$ cat config.mk
export PLATFORM = sky130hd
export DESIGN_NAME = rx_code_insert
export DESIGN_NICKNAME = d
export VERILOG_FILES = /design/src/rtl/rci_pkg.sv /design/src/rtl/rci_reg_bank.sv /design/src/rtl/rci_frame_fsm.sv /design/src/rtl/rci_bit_mux.sv /design/src/rtl/rx_code_insert.sv
export SDC_FILE = /design/constraint.sdc
export NUM_CORES = 1
export LEC_CHECK = 0
export BUFFER_PORTS_ARGS = -buffer_cell sky130_fd_sc_hd__buf_2
export CAP_MARGIN = 20
export CORE_UTILIZATION = 57
export CTS_CLUSTER_SIZE = 10
export DETAILED_ROUTE_END_ITERATION = 6
export GPL_ROUTABILITY_DRIVEN = 0
export GPL_TIMING_DRIVEN = 0
export PLACE_DENSITY = 0.82
export SETUP_SLACK_MARGIN = 0.1
export SYNTH_ARGS = -nofsm -noshare
export SYNTH_HDL_FRONTEND = slang
export SYNTH_SLANG_ARGS = --single-unit
$ cat constraint.sdc
create_clock -name clk -period 2.1 [get_ports clk]
set_input_delay 0.315 -clock clk [delete_from_list [all_inputs] [get_ports clk]]
set_output_delay 0.315 -clock clk [all_outputs]
set_load 0.01 [all_outputs]
$ cat src/rtl/rci_pkg.sv
package rci_pkg;
    typedef enum logic [1:0] {
        ST_HUNT     = 2'd0,
        ST_CHAN     = 2'd1,
        ST_FBIT_DUE = 2'd2
    } pos_state_t;
endpackage

$ cat src/rtl/rci_reg_bank.sv
module rci_reg_bank #(
    parameter int NUM_CH    = 24,
    parameter int CODE_W    = 8,
    parameter int ADDR_W    = 8,
    parameter int EN_BASE   = 'h1B,
    parameter int CODE_BASE = 'h20
) (
    input  logic                           clk,
    input  logic                           rst_n,
    input  logic                           wr_en,
    input  logic [ADDR_W-1:0]              wr_addr,
    input  logic [CODE_W-1:0]              wr_data,
    output logic [NUM_CH-1:0]              en_mask,
    output logic [NUM_CH-1:0][CODE_W-1:0]  codes
);
    localparam int EN_REGS = NUM_CH / CODE_W;

    for (genvar g = 0; g < EN_REGS; g++) begin : g_en
        localparam logic [ADDR_W-1:0] MY_ADDR = ADDR_W'(EN_BASE + g);
        always_ff @(posedge clk or negedge rst_n) begin
            if (!rst_n)
                en_mask[g*CODE_W +: CODE_W] <= '0;
            else if (wr_en && wr_addr == MY_ADDR)
                en_mask[g*CODE_W +: CODE_W] <= wr_data;
        end
    end

    for (genvar c = 0; c < NUM_CH; c++) begin : g_code
        localparam logic [ADDR_W-1:0] MY_ADDR = ADDR_W'(CODE_BASE + c);
        always_ff @(posedge clk or negedge rst_n) begin
            if (!rst_n)
                codes[c] <= '0;
            else if (wr_en && wr_addr == MY_ADDR)
                codes[c] <= wr_data;
        end
    end

    AST_MASK_HOLD: assert property (@(posedge clk) disable iff (!rst_n)
        !wr_en |=> $stable(en_mask));
    AST_CODE_HOLD: assert property (@(posedge clk) disable iff (!rst_n)
        !wr_en |=> $stable(codes));
endmodule

$ cat src/rtl/rci_frame_fsm.sv
module rci_frame_fsm
    import rci_pkg::*;
#(
    parameter int NUM_CH = 24,
    parameter int CODE_W = 8,
    localparam int CH_W  = $clog2(NUM_CH),
    localparam int BIT_W = $clog2(CODE_W)
) (
    input  logic             clk,
    input  logic             rst_n,
    input  logic             bit_en,
    input  logic             fsync,
    output logic             in_chan,
    output logic             first_bit,
    output logic [CH_W-1:0]  chan_idx
);
    pos_state_t        state_q, state_n;
    logic [CH_W-1:0]   chan_q, chan_n;
    logic [BIT_W-1:0]  bit_q, bit_n;

    // state register
    always_ff @(posedge clk or negedge rst_n) begin
        if (!rst_n) begin
            state_q <= ST_HUNT;
            chan_q  <= '0;
            bit_q   <= '0;
        end else begin
            state_q <= state_n;
            chan_q  <= chan_n;
            bit_q   <= bit_n;
        end
    end

    // transitions and outputs
    always_comb begin
        state_n   = state_q;
        chan_n    = chan_q;
        bit_n     = bit_q;
        in_chan   = (state_q == ST_CHAN) && !fsync;
        first_bit = in_chan && (bit_q == '0);
        chan_idx  = chan_q;
        if (bit_en) begin
            if (fsync) begin
                state_n = ST_CHAN;       // SYNC
                chan_n  = '0;
                bit_n   = '0;
            end else begin
                unique case (state_q)
                    ST_HUNT, ST_FBIT_DUE: state_n = state_q;  // IDLE
                    ST_CHAN: begin
                        if (bit_q == BIT_W'(CODE_W - 1)) begin
                            bit_n = '0;
                            if (chan_q == CH_W'(NUM_CH - 1)) begin
                                state_n = ST_FBIT_DUE;    // FRAME_END
                                chan_n  = '0;
                            end else begin
                                chan_n  = chan_q + 1'b1;  // ADVANCE
                            end
                        end else begin
                            bit_n = bit_q + 1'b1;         // ADVANCE
                        end
                    end
                    default: state_n = ST_HUNT;
                endcase
            end
        end
    end

    AST_CHAN_RANGE: assert property (@(posedge clk) disable iff (!rst_n)
        chan_q < CH_W'(NUM_CH));
    AST_SYNC_RESTART: assert property (@(posedge clk) disable iff (!rst_n)
        bit_en && fsync |=> state_q == ST_CHAN && chan_q == '0 && bit_q == '0);
    AST_IDLE_STAYS: assert property (@(posedge clk) disable iff (!rst_n)
        state_q == ST_FBIT_DUE && !(bit_en && fsync) |=> state_q == ST_FBIT_DUE);
endmodule

$ cat src/rtl/rci_bit_mux.sv
module rci_bit_mux #(
    parameter int NUM_CH = 24,
    parameter int CODE_W = 8,
    localparam int CH_W  = $clog2(NUM_CH)
) (
    input  logic                           clk,
    input  logic                           rst_n,
    input  logic                           bit_en,
    input  logic                           rx_data,
    input  logic                           in_chan,
    input  logic                           first_bit,
    input  logic [CH_W-1:0]                chan_idx,
    input  logic [NUM_CH-1:0]              en_mask,
    input  logic [NUM_CH-1:0][CODE_W-1:0]  codes,
    output logic                           dout
);
    logic              cur_en;
    logic [CODE_W-1:0] cur_byte;
    logic              sel_en;
    logic [CODE_W-1:0] sel_byte;
    logic              nxt_bit;

    always_comb begin
        sel_en   = en_mask[chan_idx];
        sel_byte = codes[chan_idx];
        nxt_bit  = rx_data;
        if (first_bit)
            nxt_bit = sel_en ? sel_byte[CODE_W-1] : rx_data;
        else if (in_chan)
            nxt_bit = cur_en ? cur_byte[CODE_W-1] : rx_data;
    end

    always_ff @(posedge clk or negedge rst_n) begin
        if (!rst_n) begin
            dout     <= 1'b0;
            cur_en   <= 1'b0;
            cur_byte <= '0;
        end else if (bit_en) begin
            dout <= nxt_bit;
            if (first_bit) begin
                cur_en   <= sel_en;
                cur_byte <= {sel_byte[CODE_W-2:0], 1'b0};
            end else if (in_chan) begin
                cur_byte <= {cur_byte[CODE_W-2:0], 1'b0};
            end
        end
    end

    AST_HOLD_IDLE: assert property (@(posedge clk) disable iff (!rst_n)
        !bit_en |=> $stable(dout));
    AST_PASS_OUTSIDE: assert property (@(posedge clk) disable iff (!rst_n)
        bit_en && !in_chan |=> dout == $past(rx_data));
    AST_PASS_DISABLED: assert property (@(posedge clk) disable iff (!rst_n)
        bit_en && first_bit && !sel_en |=> dout == $past(rx_data));
    AST_INSERT_MSB: assert property (@(posedge clk) disable iff (!rst_n)
        bit_en && first_bit && sel_en |=> dout == $past(sel_byte[CODE_W-1]));
    AST_BYTE_ATOMIC: assert property (@(posedge clk) disable iff (!rst_n)
        !(bit_en && first_bit) |=> $stable(cur_en));
endmodule

$ cat src/rtl/rx_code_insert.sv
module rx_code_insert #(
    parameter int NUM_CH    = 24,
    parameter int CODE_W    = 8,
    parameter int ADDR_W    = 8,
    parameter int EN_BASE   = 'h1B,
    parameter int CODE_BASE = 'h20
) (
    input  logic              clk,
    input  logic              rst_n,
    input  logic              cfg_wr_en,
    input  logic [ADDR_W-1:0] cfg_addr,
    input  logic [CODE_W-1:0] cfg_wdata,
    input  logic              rx_bit_en,
    input  logic              rx_fsync,
    input  logic              rx_data,
    output logic              rx_data_out
);
    localparam int CH_W = $clog2(NUM_CH);

    logic [NUM_CH-1:0]             en_mask;
    logic [NUM_CH-1:0][CODE_W-1:0] codes;
    logic                          in_chan;
    logic                          first_bit;
    logic [CH_W-1:0]               chan_idx;

    rci_reg_bank #(
        .NUM_CH(NUM_CH), .CODE_W(CODE_W), .ADDR_W(ADDR_W),
        .EN_BASE(EN_BASE), .CODE_BASE(CODE_BASE)
    ) u_regs (
        .clk(clk), .rst_n(rst_n),
        .wr_en(cfg_wr_en), .wr_addr(cfg_addr), .wr_data(cfg_wdata),
        .en_mask(en_mask), .codes(codes)
    );

    rci_frame_fsm #(.NUM_CH(NUM_CH), .CODE_W(CODE_W)) u_fsm (
        .clk(clk), .rst_n(rst_n),
        .bit_en(rx_bit_en), .fsync(rx_fsync),
        .in_chan(in_chan), .first_bit(first_bit), .chan_idx(chan_idx)
    );

    rci_bit_mux #(.NUM_CH(NUM_CH), .CODE_W(CODE_W)) u_mux (
        .clk(clk), .rst_n(rst_n),
        .bit_en(rx_bit_en), .rx_data(rx_data),
        .in_chan(in_chan), .first_bit(first_bit), .chan_idx(chan_idx),
        .en_mask(en_mask), .codes(codes),
        .dout(rx_data_out)
    );
endmodule

==> run metrics <==
outcome=complete, but fails checks; failing checks=negative setup slack; most frequent cell after synthesis=dfrtp_1; RSZ-0062 raised after global routing=yes; Die Width=140 µm; synthesized instance count=727; switching share of power=0.248; clock-pin slew on the worst setup and hold paths=0.05 ns; most numerous cell on the critical path=mux4_2; CORE AREA=0.0187 mm²; Max Freq=450 MHz; Final Critical Period=2.22 ns; pin count of the biggest net entering global routing=134; # setup viols final=8; Clk network pwr share=0.385; ratio of cells with drive above 1 in the final layout=0.485; port bufs=20; clock sinks=235; Worst EP arrival=2.60 ns; DRT Pass-1 Iters=4; Rows=50; grt ovf=0; synth unique cells=43; Yosys top cell by area=dfrtp_1; Avg WL per Cell=25.7 µm; Routed WL=26200 µm; Post-route DRC=0; overall routing resource usage=0.276; crit share post-route=1.06; P_leak=5.78 nW; io pins=23; Final HPWL DP=17700 µm; starting density of the core=0.583; Slew Limit Headroom=0.391; first-pass GRT wire length=40600 µm; Max Cap Viol=0; CTS tree=yes; synth top area cells=dfrtp_1, mux2_2, mux4_2, mux2i_1, nor2_1; crit-path max cell delay=0.54 ns; WS Path Type=reg2reg; post-route cell area=0.0124 mm²; Yosys reg bits=235; First DRT Iteration DRCs=471; Slew Limit Fails=0; Worst Path Buf+Inv=2; crit path max fanout=9; total CTS buffers=27; clk_skew=0.0190 ns; Via density=6.53; critical-path cell list=buf_6 -> buf_12 -> mux4_2 -> mux4_2 -> a21oi_4 -> a221oi_2; clock latency on the worst-skew pair=0.53 ns; DR vias=6652; Mean Syn Cell Area=15.0 µm²; final core occ=0.661; Yosys warning count=0; diodes inserted=0; Seq/Total Area, Yosys=0.539; critical path's top delay family=multiplexers; worst slack, placed=-0.681 ns; CP required=2.48 ns; Die H=140 µm; Post-synth top cells=dfrtp_1, mux2_2, mux4_2, nor2_1; Fin Hold WS=0.202 ns; final net count=809; PD cells=842 mW/mm²; crit path launch type=register; EDFF count, synth=0; Total Power=10.4 mW; Post-synth ARST share=1.00; H-tree levels=1; Clock Path Buffers=3; Hold Violations, Final=0; Main synth FF type=dfrtp_1; Die Area=0.0197 mm²; CP Capture Type=register; area growth from synthesis to layout=13.4%; Root Driver=clkbuf_16; Detail Route Antenna Nets=0; placed inst area=0.0113 mm²; initial antenna violation count=0; Netlist Area Pre-Place=0.0109 mm²; Net Sw Power=2.58 mW; power share of the sequential group=0.476; Slowest cell on crit path=mux4_2; Internal=7.83 mW; Net Count, Synth=753; final setup margin=-0.122 ns; VDD IR max=0.997 mV; vias in the first global route=7120; HP Class=in2reg; post-synth top area share=0.539; pin slew with the least headroom to its limit=0.907 ns; Comb pwr share=0.139
-- through the flow --
stage | cells | TNS, ns
detailed placement | 982 | -21.43
floorplan | 727 | 0
finish | 1019 | -0.676
CTS | 1018 | -0.557
global route | 1019 | -1.12
global placement | 981 | -697.82
-- power by group through the flow --
stage          Sequential [mW]  Combinational [mW]  Clock (mW)
2_1_floorplan             4.97               0.868           0
4_1_cts                   4.95                1.41        4.07
5_1_grt                   4.98                1.55        4.21
3_3_place_gp              5.00                1.21           0
3_5_place_dp              5.02                1.28           0
6_report                  4.96                1.45        4.01
-- path summary, 6_finish.rpt --
check | start | endpoint | slack [ns] | cells after the start
max in group asynchronous | rst_n | u_regs.en_mask[15] | 0.46 | 3
max | u_fsm.chan_idx[0] | u_mux.cur_byte[4] | -0.12 | 6
min in group asynchronous | rst_n | u_regs.codes[129] | 0.39 | 2
max reg2reg | u_fsm.chan_idx[0] | u_mux.cur_byte[4] | -0.12 | 6
min reg2reg | u_regs.codes[147] | u_regs.codes[147] | 0.50 | 1
min | rx_fsync | u_mux.dout | 0.20 | 3
-- cells in the final DEF (no fill, tap or decap), types with 3 or more instances in the layout --
cell type | netlist | layout
buf_4 | 2 | 10
nor3_1 | 8 | 7
buf_12 | 0 | 5
buf_2 | 13 | 24
nand2_1 | 25 | 25
mux2i_1 | 17 | 11
o22ai_1 | 4 | 4
clkbuf_16 | 0 | 27
a21oi_4 | 0 | 5
a31oi_1 | 3 | 3
buf_6 | 3 | 3
mux4_2 | 59 | 59
dfrtp_1 | 235 | 235
o21ai_0 | 9 | 7
clkbuf_1 | 25 | 26
inv_1 | 8 | 8
nand2b_1 | 5 | 5
mux2_2 | 217 | 217
a221oi_2 | 0 | 4
nand3_1 | 8 | 7
ha_1 | 4 | 4
mux2i_4 | 0 | 3
nor2_2 | 5 | 5
mux2i_2 | 0 | 3
nor2b_1 | 7 | 6
nor2_1 | 29 | 29
-- sequential cells by signal (all words and copies together), names as in the netlist --
signal          count
u_fsm.state_q       2
u_mux.cur_en        1
u_fsm.chan_idx      5
u_mux.cur_byte      7
u_fsm.bit_q         3
u_mux.dout          1
u_regs.en_mask     24
u_regs.codes      192
-- worst min-delay path, stage by stage --
cell and delay (ns):
buf_2 0.12, nand4bb_1 0.15, o31ai_1 0.08
-- layer usage --
metal / up-vias / track usage / wire (µm)
met5: - / 0 / 0
met4: 0 / 0.117 / 1030
met3: 65 / 0.0407 / 1210
met2: 217 / 0.467 / 13400
met1: 3566 / 0.360 / 10600
li1: 2804 / - / -
-- timing repair --
action | CTS | global route
hold endpoints to repair | 102 | 0
hold buffers | 1 | 0
gates resized for setup | 53 | 12
setup buffers | 4 | 1
pin swaps | 3 | 3
setup endpoints to repair | 14 | 19
-- final cells by class --
cell class | instances | area, µm²
clock buffer | 30 | 707
clock inverter | 1 | 8.76
sequential | 235 | 5880
buffer | 45 | 325
multi-input combinational | 439 | 4940
timing repair buffer | 27 | 185
fill | 1225 | 6340
tap | 234 | 293
inverter | 8 | 30.0
-- logic make-up (layout without fill, tap and decap cells) --
group	after synthesis	after routing	share of synthesized area
AOI/OAI and AO/OA	39	39	0.0240
and+or+nand+nor	103	103	0.0483
adders and majority gates	4	4	0.00459
muxes	293	293	0.361
DFF	235	235	0.539
buffers and inverters	53	111	0.0225
(Power assumes the default switching activity.)
